**src/rtl/nand_seq_pkg.sv**
```systemverilog
package nand_seq_pkg;

  // Cycle kind carried in the command word
  typedef enum logic [1:0] {
    CYC_ADDR = 2'd0,
    CYC_CMD  = 2'd1,
    CYC_WR   = 2'd2,
    CYC_RD   = 2'd3
  } cyc_kind_t;

  // Field positions inside a command word
  localparam int TYPE_LSB = 16;
  localparam int WAIT_BIT = 19;
  localparam int LAST_BIT = 18;
  localparam int IRQ_BIT  = 13;

  typedef enum logic [2:0] {
    ST_IDLE,
    ST_STROBE,
    ST_RECOVER,
    ST_WAIT_RB,
    ST_FINISH
  } seq_state_t;

endpackage

```
**src/rtl/nand_seq_fifo.sv**
```systemverilog
module nand_seq_fifo #(
  parameter int W     = 32,
  parameter int DEPTH = 4
) (
  input  logic         clk,
  input  logic         rst_n,
  input  logic         push,
  input  logic [W-1:0] din,
  input  logic         pop,
  output logic [W-1:0] head,
  output logic         empty,
  output logic         full
);
  localparam int AW = (DEPTH > 1) ? $clog2(DEPTH) : 1;
  localparam int CW = $clog2(DEPTH + 1);

  logic [W-1:0]  slot_q [DEPTH];
  logic [AW-1:0] wr_ptr_q, wr_ptr_d, rd_ptr_q, rd_ptr_d;
  logic [CW-1:0] cnt_q, cnt_d;
  logic          push_ok, pop_ok;

  always_comb begin
    empty    = (cnt_q == '0);
    full     = (cnt_q == CW'(DEPTH));
    push_ok  = push && !full;
    pop_ok   = pop && !empty;
    wr_ptr_d = wr_ptr_q;
    rd_ptr_d = rd_ptr_q;
    cnt_d    = cnt_q;
    if (push_ok) wr_ptr_d = (wr_ptr_q == AW'(DEPTH - 1)) ? '0 : wr_ptr_q + 1'b1;
    if (pop_ok)  rd_ptr_d = (rd_ptr_q == AW'(DEPTH - 1)) ? '0 : rd_ptr_q + 1'b1;
    case ({push_ok, pop_ok})
      2'b10:   cnt_d = cnt_q + 1'b1;
      2'b01:   cnt_d = cnt_q - 1'b1;
      default: cnt_d = cnt_q;
    endcase
    head = slot_q[rd_ptr_q];
  end

  // One storage register per entry, each with its own write enable
  for (genvar g = 0; g < DEPTH; g++) begin : g_slot
    always_ff @(posedge clk) begin
      if (push_ok && (wr_ptr_q == AW'(g))) slot_q[g] <= din;
    end
  end

  always_ff @(posedge clk or negedge rst_n) begin
    if (!rst_n) begin
      wr_ptr_q <= '0;
      rd_ptr_q <= '0;
      cnt_q    <= '0;
    end else begin
      wr_ptr_q <= wr_ptr_d;
      rd_ptr_q <= rd_ptr_d;
      cnt_q    <= cnt_d;
    end
  end

endmodule

```
**src/rtl/nand_seq_ctrl.sv**
```systemverilog
module nand_seq_ctrl
  import nand_seq_pkg::*;
#(
  parameter int WORD_W = 32,
  parameter int CNT_W  = 12
) (
  input  logic              clk,
  input  logic              rst_n,
  input  logic [WORD_W-1:0] head,
  input  logic              empty,
  output logic              pop,
  output logic              dma_err,
  input  logic              dma_ready,
  input  logic              rb_n,
  input  logic [7:0]        wr_data,
  output logic              wr_take,
  output logic [7:0]        rd_data,
  output logic              rd_valid,
  input  logic [7:0]        io_in,
  output logic              ale,
  output logic              cle,
  output logic              we_n,
  output logic              re_n,
  output logic [7:0]        io_out,
  output logic              io_oe,
  output logic              done,
  output logic              irq,
  output logic              last
);
  seq_state_t       state_q, state_d;
  cyc_kind_t        kind_q, kind_d, head_kind;
  logic             wait_q, wait_d, last_q, last_d, irq_q, irq_d;
  logic [7:0]       byte_q, byte_d, rd_q;
  logic [CNT_W-1:0] left_q, left_d;
  logic             head_is_data, load_en, cap_en, on_bus;

  // Decode of the queue head and next-state logic
  always_comb begin
    head_kind    = cyc_kind_t'(head[TYPE_LSB+1:TYPE_LSB]);
    head_is_data = (head_kind == CYC_WR) || (head_kind == CYC_RD);
    pop          = (state_q == ST_IDLE) && !empty;
    dma_err      = pop && head_is_data && !dma_ready;
    load_en      = pop && !dma_err;
    cap_en       = (state_q == ST_STROBE) && (kind_q == CYC_RD);
    state_d = state_q;
    kind_d  = kind_q;
    wait_d  = wait_q;
    last_d  = last_q;
    irq_d   = irq_q;
    byte_d  = byte_q;
    left_d  = left_q;
    case (state_q)
      ST_IDLE: begin
        if (load_en) begin
          state_d = ST_STROBE;
          kind_d  = head_kind;
          wait_d  = head[WAIT_BIT];
          last_d  = head[LAST_BIT];
          irq_d   = head[IRQ_BIT];
          byte_d  = head[7:0];
          left_d  = head_is_data ? head[CNT_W-1:0] : '0;
        end
      end
      ST_STROBE:  state_d = ST_RECOVER;
      ST_RECOVER: begin
        if (left_q != '0) begin
          left_d  = left_q - 1'b1;
          state_d = ST_STROBE;
        end else begin
          state_d = wait_q ? ST_WAIT_RB : ST_FINISH;
        end
      end
      ST_WAIT_RB: if (rb_n) state_d = ST_FINISH;
      ST_FINISH:  state_d = ST_IDLE;
      default:    state_d = ST_IDLE;
    endcase
  end

  // Pin drive derived from the registered state
  always_comb begin
    on_bus   = (state_q == ST_STROBE) || (state_q == ST_RECOVER);
    ale      = on_bus && (kind_q == CYC_ADDR);
    cle      = on_bus && (kind_q == CYC_CMD);
    io_oe    = on_bus && (kind_q != CYC_RD);
    we_n     = !((state_q == ST_STROBE) && (kind_q != CYC_RD));
    re_n     = !((state_q == ST_STROBE) && (kind_q == CYC_RD));
    io_out   = (kind_q == CYC_WR) ? wr_data : byte_q;
    wr_take  = (state_q == ST_STROBE) && (kind_q == CYC_WR);
    rd_valid = (state_q == ST_RECOVER) && (kind_q == CYC_RD);
    rd_data  = rd_q;
    done     = (state_q == ST_FINISH);
    irq      = done && irq_q;
    last     = done && last_q;
  end

  always_ff @(posedge clk or negedge rst_n) begin
    if (!rst_n) begin
      state_q <= ST_IDLE;
      kind_q  <= CYC_ADDR;
      wait_q  <= 1'b0;
      last_q  <= 1'b0;
      irq_q   <= 1'b0;
      byte_q  <= '0;
      left_q  <= '0;
      rd_q    <= '0;
    end else begin
      state_q <= state_d;
      if (load_en) begin
        kind_q <= kind_d;
        wait_q <= wait_d;
        last_q <= last_d;
        irq_q  <= irq_d;
        byte_q <= byte_d;
      end
      left_q <= left_d;
      if (cap_en) rd_q <= io_in;
    end
  end

endmodule

```
**src/rtl/nand_seq.sv**
```systemverilog
module nand_seq #(
  parameter int WORD_W = 32,
  parameter int DEPTH  = 4,
  parameter int CNT_W  = 12
) (
  input  logic              clk,
  input  logic              rst_n,
  input  logic              cmd_push,
  input  logic [WORD_W-1:0] cmd_word,
  input  logic              dma_ready,
  input  logic [7:0]        wr_data,
  output logic              wr_take,
  output logic [7:0]        rd_data,
  output logic              rd_valid,
  output logic              nand_ale,
  output logic              nand_cle,
  output logic              nand_we_n,
  output logic              nand_re_n,
  output logic [7:0]        nand_io_out,
  output logic              nand_io_oe,
  input  logic [7:0]        nand_io_in,
  input  logic              nand_rb_n,
  output logic              cmd_done,
  output logic              cmd_err,
  output logic              cmd_irq,
  output logic              seq_last
);
  logic              rst_meta_q, rst_sync_q;
  logic [WORD_W-1:0] head;
  logic              empty, full, pop, dma_err;
  logic              err_q, err_d;

  // Reset asserts at once and is released on the second clock edge
  always_ff @(posedge clk or negedge rst_n) begin
    if (!rst_n) begin
      rst_meta_q <= 1'b0;
      rst_sync_q <= 1'b0;
    end else begin
      rst_meta_q <= 1'b1;
      rst_sync_q <= rst_meta_q;
    end
  end

  nand_seq_fifo #(.W(WORD_W), .DEPTH(DEPTH)) u_fifo (
    .clk   (clk),
    .rst_n (rst_sync_q),
    .push  (cmd_push),
    .din   (cmd_word),
    .pop   (pop),
    .head  (head),
    .empty (empty),
    .full  (full)
  );

  nand_seq_ctrl #(.WORD_W(WORD_W), .CNT_W(CNT_W)) u_ctrl (
    .clk       (clk),
    .rst_n     (rst_sync_q),
    .head      (head),
    .empty     (empty),
    .pop       (pop),
    .dma_err   (dma_err),
    .dma_ready (dma_ready),
    .rb_n      (nand_rb_n),
    .wr_data   (wr_data),
    .wr_take   (wr_take),
    .rd_data   (rd_data),
    .rd_valid  (rd_valid),
    .io_in     (nand_io_in),
    .ale       (nand_ale),
    .cle       (nand_cle),
    .we_n      (nand_we_n),
    .re_n      (nand_re_n),
    .io_out    (nand_io_out),
    .io_oe     (nand_io_oe),
    .done      (cmd_done),
    .irq       (cmd_irq),
    .last      (seq_last)
  );

  always_comb err_d = (cmd_push && full) || dma_err;

  always_ff @(posedge clk or negedge rst_sync_q) begin
    if (!rst_sync_q) err_q <= 1'b0;
    else             err_q <= err_d;
  end

  assign cmd_err = err_q;

endmodule

```
**config.mk**
```make
export PLATFORM = sky130hd
export DESIGN_NAME = nand_seq
export DESIGN_NICKNAME = d
export VERILOG_FILES = /design/src/rtl/nand_seq_pkg.sv /design/src/rtl/nand_seq_fifo.sv /design/src/rtl/nand_seq_ctrl.sv /design/src/rtl/nand_seq.sv
export SDC_FILE = /design/constraint.sdc
export NUM_CORES = 1
export LEC_CHECK = 0
export BUFFER_PORTS_ARGS = -buffer_cell sky130_fd_sc_hd__buf_2
export CORE_MARGIN = 4
export CORE_UTILIZATION = 55
export DETAILED_ROUTE_END_ITERATION = 8
export PLACE_DENSITY = 0.76
export SLEW_MARGIN = 20
export SYNTH_ARGS = -nofsm -noshare
export SYNTH_HDL_FRONTEND = slang
export SYNTH_HIERARCHICAL = 1
export SYNTH_SLANG_ARGS = --single-unit
```
**constraint.sdc**
```tcl
create_clock -name clk -period 2.5 [get_ports clk]
set_input_delay 0.5 -clock clk [delete_from_list [all_inputs] [get_ports clk]]
set_output_delay 0.5 -clock clk [all_outputs]
set_load 0.03 [all_outputs]
```
==> impl_metrics.toml <==
[placement]
dpl-instance-area_um2 = 5478
portBuffers = 64
place.gp.congestion = 0.8823
dp.final_hpwl_um = 6571

[clocking]
cts_tree = "yes"
cts.htree.levels = 4
numCtsBuffers = 17
insertion_delay_ns = 0.52
clk_pin_slew_ns = 0.06
clkSinkCount = 114
cts-root-buf = "clkbuf_8"
cts_setup_buffers = 0
clockBufferDepth = 2

[power_and_ir_drop]
p_sw_frac = 0.3739
p_leak_nw = 2.522
switchingPower_mw = 3.324
cellPowerDensity_nw_per_um2 = 1451
pwr-share-clk = 0.278
p_int_mw = 5.567
ir_drop_mv = 0.8734
total_power_mw = 8.891
combinationalPowerShare = 0.387
p_seq_frac = 0.335

[yosys]
syn_area_um2 = 5064
ys.warnings.count = 6
syn-instance-count = 343
synth_nets = 405
synth_area_per_cell_um2 = 14.76

[worst_setup_path]
cp-start-kind = "flip-flop"
end_kind = "output port"
critical_path.max_fanout = 9
arrival_ns = 1.89
crit_type = "flip-flop to output port"
worstPathRequired_ns = 2.00

[route]
drc_errors = 0
wl_per_cell_um = 18.43
drt-initial-drc-count = 198
drt_wl_total_um = 10060
drtAntennaViolNets = 0
routed_via_density = 5.769
routed-via-count = 3150
drt-pass1-iter-count = 5

[floorplanning]
die_h_um = 104.0
initial_core_util = 0.5723
die_x_um = 104.0
rows = 34
pin_count = 80
die-area_um2 = 10810
core_area_um2 = 8848

[sta]
finalSetupViolations = 0
max_freq_mhz = 418.5
slew_violations = 0
period_share = 0.9557
slew_headroom = 0.6072
rsz0062_at_grt = "no"
tightest_slew_ns = 0.5885
post-route-min-period_ns = 2.389
finClkSkew_ns = 0.008854
hold_viol = 0
hold_ws_ns = 0.1913
fin_tns_setup_ns = 0

[global_route]
antenna_found_initial = 1
grt_max_degree = 45
grt_pass1_wl_um = 16860
grt_overflow = 0
grt_use_total = 0.2023
grt_pass1_vias = 3295

[status]
status = "finished, final reports clean"

[final_layout]
nFillCells = 600
multi_input_area_um2 = 1674
seq_area_um2 = 3198
fin_util = 0.6924
layout.nets = 486
drive_gt1_frac = 0.3730
fin_area_um2 = 6127
syn2layout_area_growth_pct = 21.00

[job]
maxCapViolCount = 0

[min_path]
hp-class = "primary input to flip-flop"
## area by class of cell
cell class,count,area share
inverters,14,0.008577
clock inverters,15,0.03226
well taps,108,0.02205
diodes,1,0.0004084
clock buffers,17,0.06759
multi-input cells,196,0.2732
repair buffers,81,0.07392
flip-flops and latches,114,0.5220
## critical path, cell delays in order (launching register included)
cell	delay, ns
dfrtp_2	0.41
buf_4	0.19
or3b_4	0.45
nor2_1	0.12
buf_2	0.21
## power by group through the flow
stage | registers, mW | clock network [mW] | logic [mW]
2_1_floorplan | 3.03 | 0 | 2.57
3_3_place_gp | 2.95 | 0 | 3.32
3_5_place_dp | 2.99 | 0 | 3.39
4_1_cts | 2.97 | 2.52 | 3.43
5_1_grt | 3.04 | 2.61 | 3.74
6_report | 2.97 | 2.47 | 3.44
## flip-flops by register name, indices dropped and copies added, names as in the netlist
| signal | cells |
|---|---|
| u_fifo/rd_ptr_q | 2 |
| rst_meta_q | 1 |
| rst_sync_q | 1 |
| u_ctrl/byte_q | 8 |
| u_fifo/cnt_q | 3 |
| u_ctrl/left_q | 12 |
| u_ctrl/kind_q | 2 |
| u_ctrl/last_q | 1 |
| u_ctrl/wait_q | 1 |
| u_ctrl/irq_q | 1 |
| u_ctrl/state_q | 3 |
| u_ctrl/rd_data | 8 |
| u_fifo/wr_ptr_q | 2 |
| cmd_err | 1 |
| u_fifo/slot_q | 68 |
## metal layers
layer	up-vias	share of wire	global-route usage
li1	1456	-	-
met1	1548	0.43	0.2619
met2	129	0.47	0.3073
met3	17	0.073	0.06456
met4	0	0.017	0.1045
met5	-	0	0
## repair_timing
action                     in CTS  in global routing
pin swaps                       0                  0
cloned                          0                  0
hold buffers                    1                  0
hold endpoints to repair        2                  0
gates resized for setup         2                  4
setup endpoints to repair       3                  3
## final timing paths
path	from	cells past startpoint	slack (ns)	end
min reg2reg	rst_sync_q$_DFF_PN0_	0	0.33	u_ctrl/left_q[2]$_DFFE_PN0P_
max in group asynchronous	rst_sync_q$_DFF_PN0_	0	1.75	u_ctrl/state_q[1]$_DFFE_PN0P_
max reg2reg	u_ctrl/state_q[2]$_DFFE_PN0P_	9	0.29	u_fifo/cnt_q[2]$_DFFE_PN0P_
max	u_ctrl/state_q[1]$_DFFE_PN0P_	4	0.11	rd_valid
min	cmd_word[6]	1	0.19	u_fifo/slot_q[2][6]$_DFFE_PP_
min in group asynchronous	rst_n	2	0.30	rst_sync_q$_DFF_PN0_
## cells in the final DEF (no fill, tap or decap), types with 4 or more instances in the layout
cell type / count
o22ai_1: 5
nor3_1: 6
and2_1: 8
clkbuf_16: 16
nor2_1: 10
mux2_2: 20
o2bb2ai_1: 4
buf_2: 63
mux4_2: 16
dfrtp_1: 44
nand3_1: 4
inv_1: 14
inv_6: 5
o21ai_0: 6
a21oi_1: 5
nand2_1: 41
edfxtp_1: 68
nand2b_1: 4
ha_1: 8
a31oi_1: 5
buf_4: 17
## stage by stage
step                instances  worst slack (ns)
floorplan                 343            0.1878
global route              546           0.01696
detailed placement        512            0.2863
CTS                       545           0.05337
global placement          512            0.3843
finish                    546            0.1107
(Power assumes the default switching activity.)
